<file path="src/rtl/smb_pkg.sv">
package smb_pkg;
  localparam int BYTE_W = 8;
  localparam int ADDR_W = 7;
  localparam int PIN_W  = 3;
  localparam int HI_W   = 2;

  typedef enum logic [2:0] {
    PH_IDLE, PH_BITS, PH_PRE_ACK, PH_ACK, PH_ACK_END, PH_SKIP
  } phase_e;

  typedef enum logic [1:0] {TGT_NONE, TGT_OWN, TGT_SYNC} tgt_e;
endpackage

</file>
<file path="src/rtl/smb_line_cond.sv">
module smb_line_cond #(
  parameter int STAGES = 2
) (
  input  logic clk_i,
  input  logic rst_ni,
  input  logic scl_i,
  input  logic sda_i,
  output logic scl_o,
  output logic sda_o,
  output logic scl_rise_o,
  output logic scl_fall_o,
  output logic start_o,
  output logic stop_o
);
  logic [STAGES-1:0] scl_pipe, sda_pipe;
  logic scl_q, sda_q;

  generate
    if (STAGES == 1) begin : g_one
      always_ff @(posedge clk_i or negedge rst_ni)
        if (!rst_ni) begin scl_pipe <= '1; sda_pipe <= '1; end
        else begin scl_pipe <= scl_i; sda_pipe <= sda_i; end
    end else begin : g_many
      always_ff @(posedge clk_i or negedge rst_ni)
        if (!rst_ni) begin scl_pipe <= '1; sda_pipe <= '1; end
        else begin
          scl_pipe <= {scl_pipe[STAGES-2:0], scl_i};
          sda_pipe <= {sda_pipe[STAGES-2:0], sda_i};
        end
    end
  endgenerate

  always_ff @(posedge clk_i or negedge rst_ni)
    if (!rst_ni) begin scl_q <= 1'b1; sda_q <= 1'b1; end
    else begin scl_q <= scl_o; sda_q <= sda_o; end

  assign scl_o      = scl_pipe[STAGES-1];
  assign sda_o      = sda_pipe[STAGES-1];
  assign scl_rise_o = scl_o & ~scl_q;
  assign scl_fall_o = ~scl_o & scl_q;
  assign start_o    = scl_o & scl_q & sda_q & ~sda_o;
  assign stop_o     = scl_o & scl_q & ~sda_q & sda_o;
endmodule

</file>
<file path="src/rtl/smb_rx_engine.sv">
module smb_rx_engine
  import smb_pkg::*;
#(
  parameter logic [ADDR_W-1:0] SYNC_ADDR = 7'b1111110
) (
  input  logic              clk_i,
  input  logic              rst_ni,
  input  logic              scl_s_i,
  input  logic              sda_s_i,
  input  logic              scl_rise_i,
  input  logic              scl_fall_i,
  input  logic              start_i,
  input  logic              stop_i,
  input  logic [ADDR_W-1:0] own_addr_i,
  output logic              sda_pull_o,
  output logic [BYTE_W-1:0] byte_o,
  output logic              cmd_ev_o,
  output logic              lo_ev_o,
  output logic              word_ev_o,
  output logic              sync_ev_o
);
  localparam int CNT_W = $clog2(BYTE_W + 1);
  localparam logic [1:0] LAST_IDX = 2'd3;

  phase_e             phase_q;
  tgt_e               tgt_q, tgt_d;
  logic [CNT_W-1:0]   cnt_q;
  logic [BYTE_W-1:0]  shreg_q, nxt_byte;
  logic [1:0]         idx_q;
  logic               accept_q, acc_d, pull_q;

  assign nxt_byte = {shreg_q[BYTE_W-2:0], sda_s_i};

  always_comb begin
    if (nxt_byte[BYTE_W-1:1] == own_addr_i && !nxt_byte[0]) tgt_d = TGT_OWN;
    else if (nxt_byte[BYTE_W-1:1] == SYNC_ADDR)              tgt_d = TGT_SYNC;
    else                                                     tgt_d = TGT_NONE;
    acc_d = (idx_q == 2'd0) ? (tgt_d != TGT_NONE) : (tgt_q == TGT_OWN);
  end

  always_ff @(posedge clk_i or negedge rst_ni) begin
    if (!rst_ni) begin
      phase_q <= PH_IDLE; tgt_q <= TGT_NONE; cnt_q <= '0; shreg_q <= '0;
      idx_q <= '0; accept_q <= 1'b0; pull_q <= 1'b0;
      cmd_ev_o <= 1'b0; lo_ev_o <= 1'b0; word_ev_o <= 1'b0; sync_ev_o <= 1'b0;
    end else begin
      cmd_ev_o <= 1'b0; lo_ev_o <= 1'b0; word_ev_o <= 1'b0; sync_ev_o <= 1'b0;
      if (start_i) begin
        phase_q <= PH_BITS; tgt_q <= TGT_NONE; cnt_q <= '0;
        idx_q <= '0; accept_q <= 1'b0; pull_q <= 1'b0;
      end else if (stop_i) begin
        phase_q <= PH_IDLE; pull_q <= 1'b0;
      end else begin
        case (phase_q)
          PH_BITS: if (scl_rise_i) begin
            shreg_q <= nxt_byte;
            if (cnt_q == CNT_W'(BYTE_W - 1)) begin
              phase_q  <= PH_PRE_ACK;
              accept_q <= acc_d;
              if (idx_q == 2'd0) tgt_q <= tgt_d;
            end else cnt_q <= cnt_q + 1'b1;
          end
          PH_PRE_ACK: if (scl_fall_i) begin
            pull_q  <= accept_q;
            phase_q <= PH_ACK;
          end
          PH_ACK: if (scl_rise_i) begin
            phase_q <= PH_ACK_END;
            if (accept_q) begin
              sync_ev_o <= (tgt_q == TGT_SYNC);
              cmd_ev_o  <= (tgt_q == TGT_OWN) && (idx_q == 2'd1);
              lo_ev_o   <= (tgt_q == TGT_OWN) && (idx_q == 2'd2);
              word_ev_o <= (tgt_q == TGT_OWN) && (idx_q == LAST_IDX);
            end
          end
          PH_ACK_END: if (scl_fall_i) begin
            pull_q <= 1'b0;
            cnt_q  <= '0;
            if (accept_q && tgt_q == TGT_OWN && idx_q != LAST_IDX) begin
              idx_q   <= idx_q + 1'b1;
              phase_q <= PH_BITS;
            end else phase_q <= PH_SKIP;
          end
          default: ;
        endcase
      end
    end
  end

  assign sda_pull_o = pull_q;
  assign byte_o     = shreg_q;

  // acknowledge pull only begins in a clock-low phase
  a_r2_pull_starts_low: assert property (@(posedge clk_i) disable iff (!rst_ni)
    $rose(pull_q) |-> !scl_s_i);
  // never pull unless an address was taken
  a_r3_pull_needs_target: assert property (@(posedge clk_i) disable iff (!rst_ni)
    pull_q |-> tgt_q != TGT_NONE);
endmodule

</file>
<file path="src/rtl/smb_word_regs.sv">
module smb_word_regs
  import smb_pkg::*;
(
  input  logic              clk_i,
  input  logic              rst_ni,
  input  logic [BYTE_W-1:0] byte_i,
  input  logic              cmd_ev_i,
  input  logic              lo_ev_i,
  input  logic              word_ev_i,
  input  logic              sync_ev_i,
  input  logic              stop_i,
  output logic [BYTE_W-1:0] cmd_o,
  output logic              cmd_valid_o,
  output logic [BYTE_W-1:0] data_lo_o,
  output logic [HI_W-1:0]   data_hi_o,
  output logic              data_valid_o,
  output logic              stop_seen_o,
  output logic              sync_ack_o,
  output logic              sync_flag_o
);
  logic [BYTE_W-1:0] lo_pend_q;

  always_ff @(posedge clk_i or negedge rst_ni) begin
    if (!rst_ni) begin
      cmd_o <= '0; data_lo_o <= '0; data_hi_o <= '0; lo_pend_q <= '0;
      cmd_valid_o <= 1'b0; data_valid_o <= 1'b0; stop_seen_o <= 1'b0;
      sync_ack_o <= 1'b0; sync_flag_o <= 1'b0;
    end else begin
      cmd_valid_o  <= cmd_ev_i;
      data_valid_o <= word_ev_i;
      stop_seen_o  <= stop_i;
      sync_ack_o   <= sync_ev_i;
      if (cmd_ev_i)  cmd_o <= byte_i;
      if (lo_ev_i)   lo_pend_q <= byte_i;
      if (word_ev_i) begin
        data_lo_o <= lo_pend_q;
        data_hi_o <= byte_i[HI_W-1:0];
      end
      if (sync_ev_i) sync_flag_o <= byte_i[0];
    end
  end

  a_r5_one_strobe: assert property (@(posedge clk_i) disable iff (!rst_ni)
    $onehot0({cmd_valid_o, data_valid_o, sync_ack_o}));
  a_r6_cmd_moves_with_strobe: assert property (@(posedge clk_i) disable iff (!rst_ni)
    !$stable(cmd_o) |-> cmd_valid_o);
  a_r7_data_moves_with_strobe: assert property (@(posedge clk_i) disable iff (!rst_ni)
    !$stable({data_hi_o, data_lo_o}) |-> data_valid_o);
endmodule

</file>
<file path="src/rtl/smb_dac_slave.sv">
module smb_dac_slave
  import smb_pkg::*;
#(
  parameter int                      SYNC_STAGES = 2,
  parameter logic [ADDR_W-PIN_W-1:0] ADDR_HI     = 4'b0100,
  parameter logic [ADDR_W-1:0]       SYNC_ADDR   = 7'b1111110
) (
  input  logic             clk_i,
  input  logic             rst_ni,
  input  logic             scl_i,
  input  logic             sda_i,
  input  logic [2:0]       addr_pins_i,
  output logic             sda_pull_o,
  output logic [7:0]       cmd_o,
  output logic             cmd_valid_o,
  output logic [7:0]       data_lo_o,
  output logic [1:0]       data_hi_o,
  output logic             data_valid_o,
  output logic             stop_seen_o,
  output logic             sync_ack_o,
  output logic             sync_flag_o
);
  logic scl_s, sda_s, scl_rise, scl_fall, start_det, stop_det;
  logic cmd_ev, lo_ev, word_ev, sync_ev;
  logic [BYTE_W-1:0] rx_byte;

  smb_line_cond #(.STAGES(SYNC_STAGES)) u_line (
    .clk_i, .rst_ni, .scl_i, .sda_i,
    .scl_o(scl_s), .sda_o(sda_s), .scl_rise_o(scl_rise), .scl_fall_o(scl_fall),
    .start_o(start_det), .stop_o(stop_det)
  );

  smb_rx_engine #(.SYNC_ADDR(SYNC_ADDR)) u_eng (
    .clk_i, .rst_ni, .scl_s_i(scl_s), .sda_s_i(sda_s),
    .scl_rise_i(scl_rise), .scl_fall_i(scl_fall),
    .start_i(start_det), .stop_i(stop_det),
    .own_addr_i({ADDR_HI, addr_pins_i}),
    .sda_pull_o, .byte_o(rx_byte),
    .cmd_ev_o(cmd_ev), .lo_ev_o(lo_ev), .word_ev_o(word_ev), .sync_ev_o(sync_ev)
  );

  smb_word_regs u_regs (
    .clk_i, .rst_ni, .byte_i(rx_byte),
    .cmd_ev_i(cmd_ev), .lo_ev_i(lo_ev), .word_ev_i(word_ev), .sync_ev_i(sync_ev),
    .stop_i(stop_det),
    .cmd_o, .cmd_valid_o, .data_lo_o, .data_hi_o, .data_valid_o,
    .stop_seen_o, .sync_ack_o, .sync_flag_o
  );

  // command strobe follows a bus clock rising edge through two registers
  a_r6_cmd_after_rise: assert property (@(posedge clk_i) disable iff (!rst_ni)
    cmd_valid_o |-> $past(scl_rise, 2));
  // stop strobe only one cycle after a detected stop
  a_r1_stop_after_detect: assert property (@(posedge clk_i) disable iff (!rst_ni)
    stop_seen_o |-> $past(stop_det));
endmodule

</file>
<file path="config.mk">
export PLATFORM = sky130hd
export DESIGN_NAME = smb_dac_slave
export DESIGN_NICKNAME = d
export VERILOG_FILES = /design/src/rtl/smb_pkg.sv /design/src/rtl/smb_line_cond.sv /design/src/rtl/smb_rx_engine.sv /design/src/rtl/smb_word_regs.sv /design/src/rtl/smb_dac_slave.sv
export SDC_FILE = /design/constraint.sdc
export NUM_CORES = 1
export LEC_CHECK = 0
export ABC_CLOCK_PERIOD_IN_PS = 2600
export BUFFER_PORTS_ARGS = -buffer_cell sky130_fd_sc_hd__buf_2
export CAP_MARGIN = 20
export CORE_MARGIN = 5
export CORE_UTILIZATION = 57
export DETAILED_ROUTE_END_ITERATION = 6
export PLACE_DENSITY = 0.88
export SLEW_MARGIN = 15
export SYNTH_ARGS = -nofsm -noshare
export SYNTH_HDL_FRONTEND = slang
export SYNTH_SLANG_ARGS = --single-unit
</file>
<file path="constraint.sdc">
create_clock -name clk_i -period 2.6 [get_ports clk_i]
set_input_delay 0.13 -clock clk_i [delete_from_list [all_inputs] [get_ports clk_i]]
set_output_delay 0.13 -clock clk_i [all_outputs]
set_load 0.1 [all_outputs]
</file>
==> flow_summary.yaml <==
status:
  status: "completed"
logic_synthesis:
  synth_area_leaders: "dfrtp_1 (52%), mux2_2 (16%), dfstp_2 (5.9%)"
  synth-main-ff-cell: "dfrtp_1"
  async_flop_share_pct: 100
  synth_common_cells: "dfrtp_1 (56), mux2_2 (37), nor2_1 (9), nand2_1 (7)"
  synth_area_leader_cell: "dfrtp_1"
  synth_edf_count: 0
  yosysSeqAreaShare_pct: 58.3
  ys_warn_count: 0
  mappedNetlistNets: 213
  syn-cell-area_um2: 2680
  synth.distinct_cells: 42
  synth.most_common_cell: "dfrtp_1"
  ys_ff_latch: 62
  avgSynthCellArea_um2: 13.3
  synth_top_area_share_pct: 52.4
  synth_cells: 201
critical_path:
  crit_path_start: "u_line.scl_pipe[1]"
  crit_fanout: 12
  endpoint_kind: "flop"
  worstSetupStartpointType: "flop"
  arrival_ps: 2240
  cp_data_required_time_ps: 2820
  worstSetupPathType: "reg2reg"
  reg2reg_from: "u_line.scl_pipe[1]"
routing:
  drc: 0
  ant_nets: 0
  drt_iter0_markers: 97
  wl_per_cell_um: 16.0
  dr.pass1.iters: 4
  totalWireLength_um: 4760
  vias_per_cell: 5.63
  via_count: 1673
cts:
  cts_htree_levels: 3
  numCtsBuffers: 9
  clkLatencyLatePin_ps: 340
  cts_tree: "yes"
  clockBufferDepth: 2
  cts_root_buffer: "clkbuf_8"
  clkTransAtPathRegs_ps: 80
  cts.sinks: 62
pwr:
  switchingPower_w: 0.000793
  clockPowerShare_pct: 33.7
  p_comb_share_pct: 17.9
  p_per_area_nw_per_um2: 826
  p_int_w: 0.00176
  leakage_nw: 1.58
  seqPwrFrac_pct: 48.3
  peakVddDrop_mv: 0.395
  switching_share_pct: 31.0
layout:
  nFillCells: 337
  multi_input_area_um2: 1050
  seq_area_um2: 1560
  fin_cells: 297
  syn_to_final_growth_pct: 15.6
  drive_gt1_share_pct: 39.9
  diodes: 0
  nets: 250
placement:
  gp_congestion: 0.851
  place_inst: 278
  dpl.hpwl_um: 3290
  port_buffers: 30
grt:
  overflow: 0
  grt_max_degree: 42
  track_usage_pct: 17.7
  grt_pass1_vias: 1718
  antenna_found_initial: 0
  grt_pass1_wl_um: 8310
sta:
  worstMarginPinSlew_ps: 868
  tns_ps: 0
  grt_setup_unrepaired: "false"
  maxSlewHeadroom_pct: 42.2
  finClkSkew_ps: 12.1
  maxClockFrequency_mhz: 497
  hold_viol: 0
  setup_violations: 0
  finalMaxSlewViolations: 0
  fin_crit_sh_pct: 77.4
  fin_crit_ps: 2010
min_path:
  hp-start: "addr_pins_i[2]"
  min_path_type: "in2reg"
floorplanning:
  core-area_um2: 4630
  die_h_um: 78.5
  die_w_um: 78.5
  boundaryPins: 31
  start_util_pct: 57.8
  placementRows: 25
  dieArea_um2: 6160
run:
  maxCapViolCount: 0
[flip-flops by register name, indices dropped and copies added, names as in the netlist, 2 cells and up]
signal,count
u_eng.tgt_q,2
u_eng.phase_q,3
u_line.sda_pipe,2
u_regs.data_hi_o,2
u_regs.lo_pend_q,8
u_eng.byte_o,8
u_regs.data_lo_o,8
u_line.scl_pipe,2
u_eng.idx_q,2
u_regs.cmd_o,8
u_eng.cnt_q,4
[routing by layer]
metal  GRT usage [%]  part of all wire, %  wire length (µm)  up-vias
met2            27.7                   50              2360       39
met4            9.62                  2.3               108        0
li1                -                    -                 -      783
met5               0                    0                 0        -
met3            4.01                  4.5               212        9
met1            22.7                   44              2080      842
[kinds of logic (layout without fill, tap and decap cells)]
logic type      after synthesis  count (layout)  synth area share, %
fa+ha+maj                     5               5                 2.34
compound gates               22              22                 5.94
flops                        62              62                 58.3
mux                          42              42                 17.4
buf+inv                      13              55                 2.53
simple gates                 52              52                 11.8
xor+xnor                      5               5                 1.64
[cell usage in the layout (no fill, tap or decap), types with 3 or more instances in the layout]
cell           instances
and2_1                 4
clkbuf_8              10
a21oi_1                6
clkinvlp_4             3
dlygate4sd3_1          3
nand2b_1               3
mux2_2                37
xor2_1                 3
nor2b_1                4
buf_2                 30
nor2_1                 9
mux2i_1                5
o21ai_0                6
dfstp_2                6
dfrtp_1               56
ha_1                   5
nand3_1                5
nand3b_1               4
nand2_1                7
inv_1                  4
[through the flow]
stage	cell area, µm²	setup slack, ps	utilization [%]	power [W]	hold WS, ps
3_5_place_dp	2860	592	61.7	0.00170	236
4_1_cts	3090	582	66.8	0.00257	288
2_1_floorplan	2680	746	-	0.00158	-166
5_1_grt	3090	413	66.8	0.00270	342
3_3_place_gp	2860	655	61.7	0.00167	235
6_report	3090	587	66.8	0.00256	291
[layout make-up]
cell class / count / area share, %
clock buffer: 10 / 4.45
clock inverter: 6 / 2.27
inverter: 4 / 0.485
multi-input combinational: 126 / 33.9
sequential: 62 / 50.4
tap: 54 / 2.18
timing repair buffer: 35 / 6.31
[final timing paths]
kind | end | slack (ps) | depth (start not counted)
worst max-delay path | u_eng.tgt_q[1] | 590 | 5
worst min register to register | u_line.scl_pipe[1] | 360 | 0
worst min-delay path | u_eng.tgt_q[0] | 290 | 5
min in group asynchronous | u_eng.cnt_q[1] | 440 | 2
worst max register to register | u_eng.tgt_q[1] | 590 | 5
max in group asynchronous | u_line.scl_pipe[0] | 1410 | 3
[what timing repair did]
| item | in CTS | in global routing |
|---|---|---|
| setup buffers | 0 | 0 |
| hold buffers | 3 | 0 |
| endpoints found under the hold margin | 40 | 0 |
| gates resized for setup | 0 | 0 |
[critical path, cell delays in order (launching register included)]
cell,delay [ps]
dfstp_2,610
nor2b_1,280
and3b_1,540
nand3_1,230
mux2i_1,200
nor2_1,60
[power groups by stage]
stage	logic (W)	registers (W)	clock network, W
final	0.000459	0.00123	0.000862
after global routing	0.000517	0.00126	0.000923
after floorplan	0.000390	0.00119	0
after detailed placement	0.000453	0.00125	0
after CTS	0.000462	0.00123	0.000874
after global placement	0.000433	0.00124	0
(Power assumes the default switching activity.)
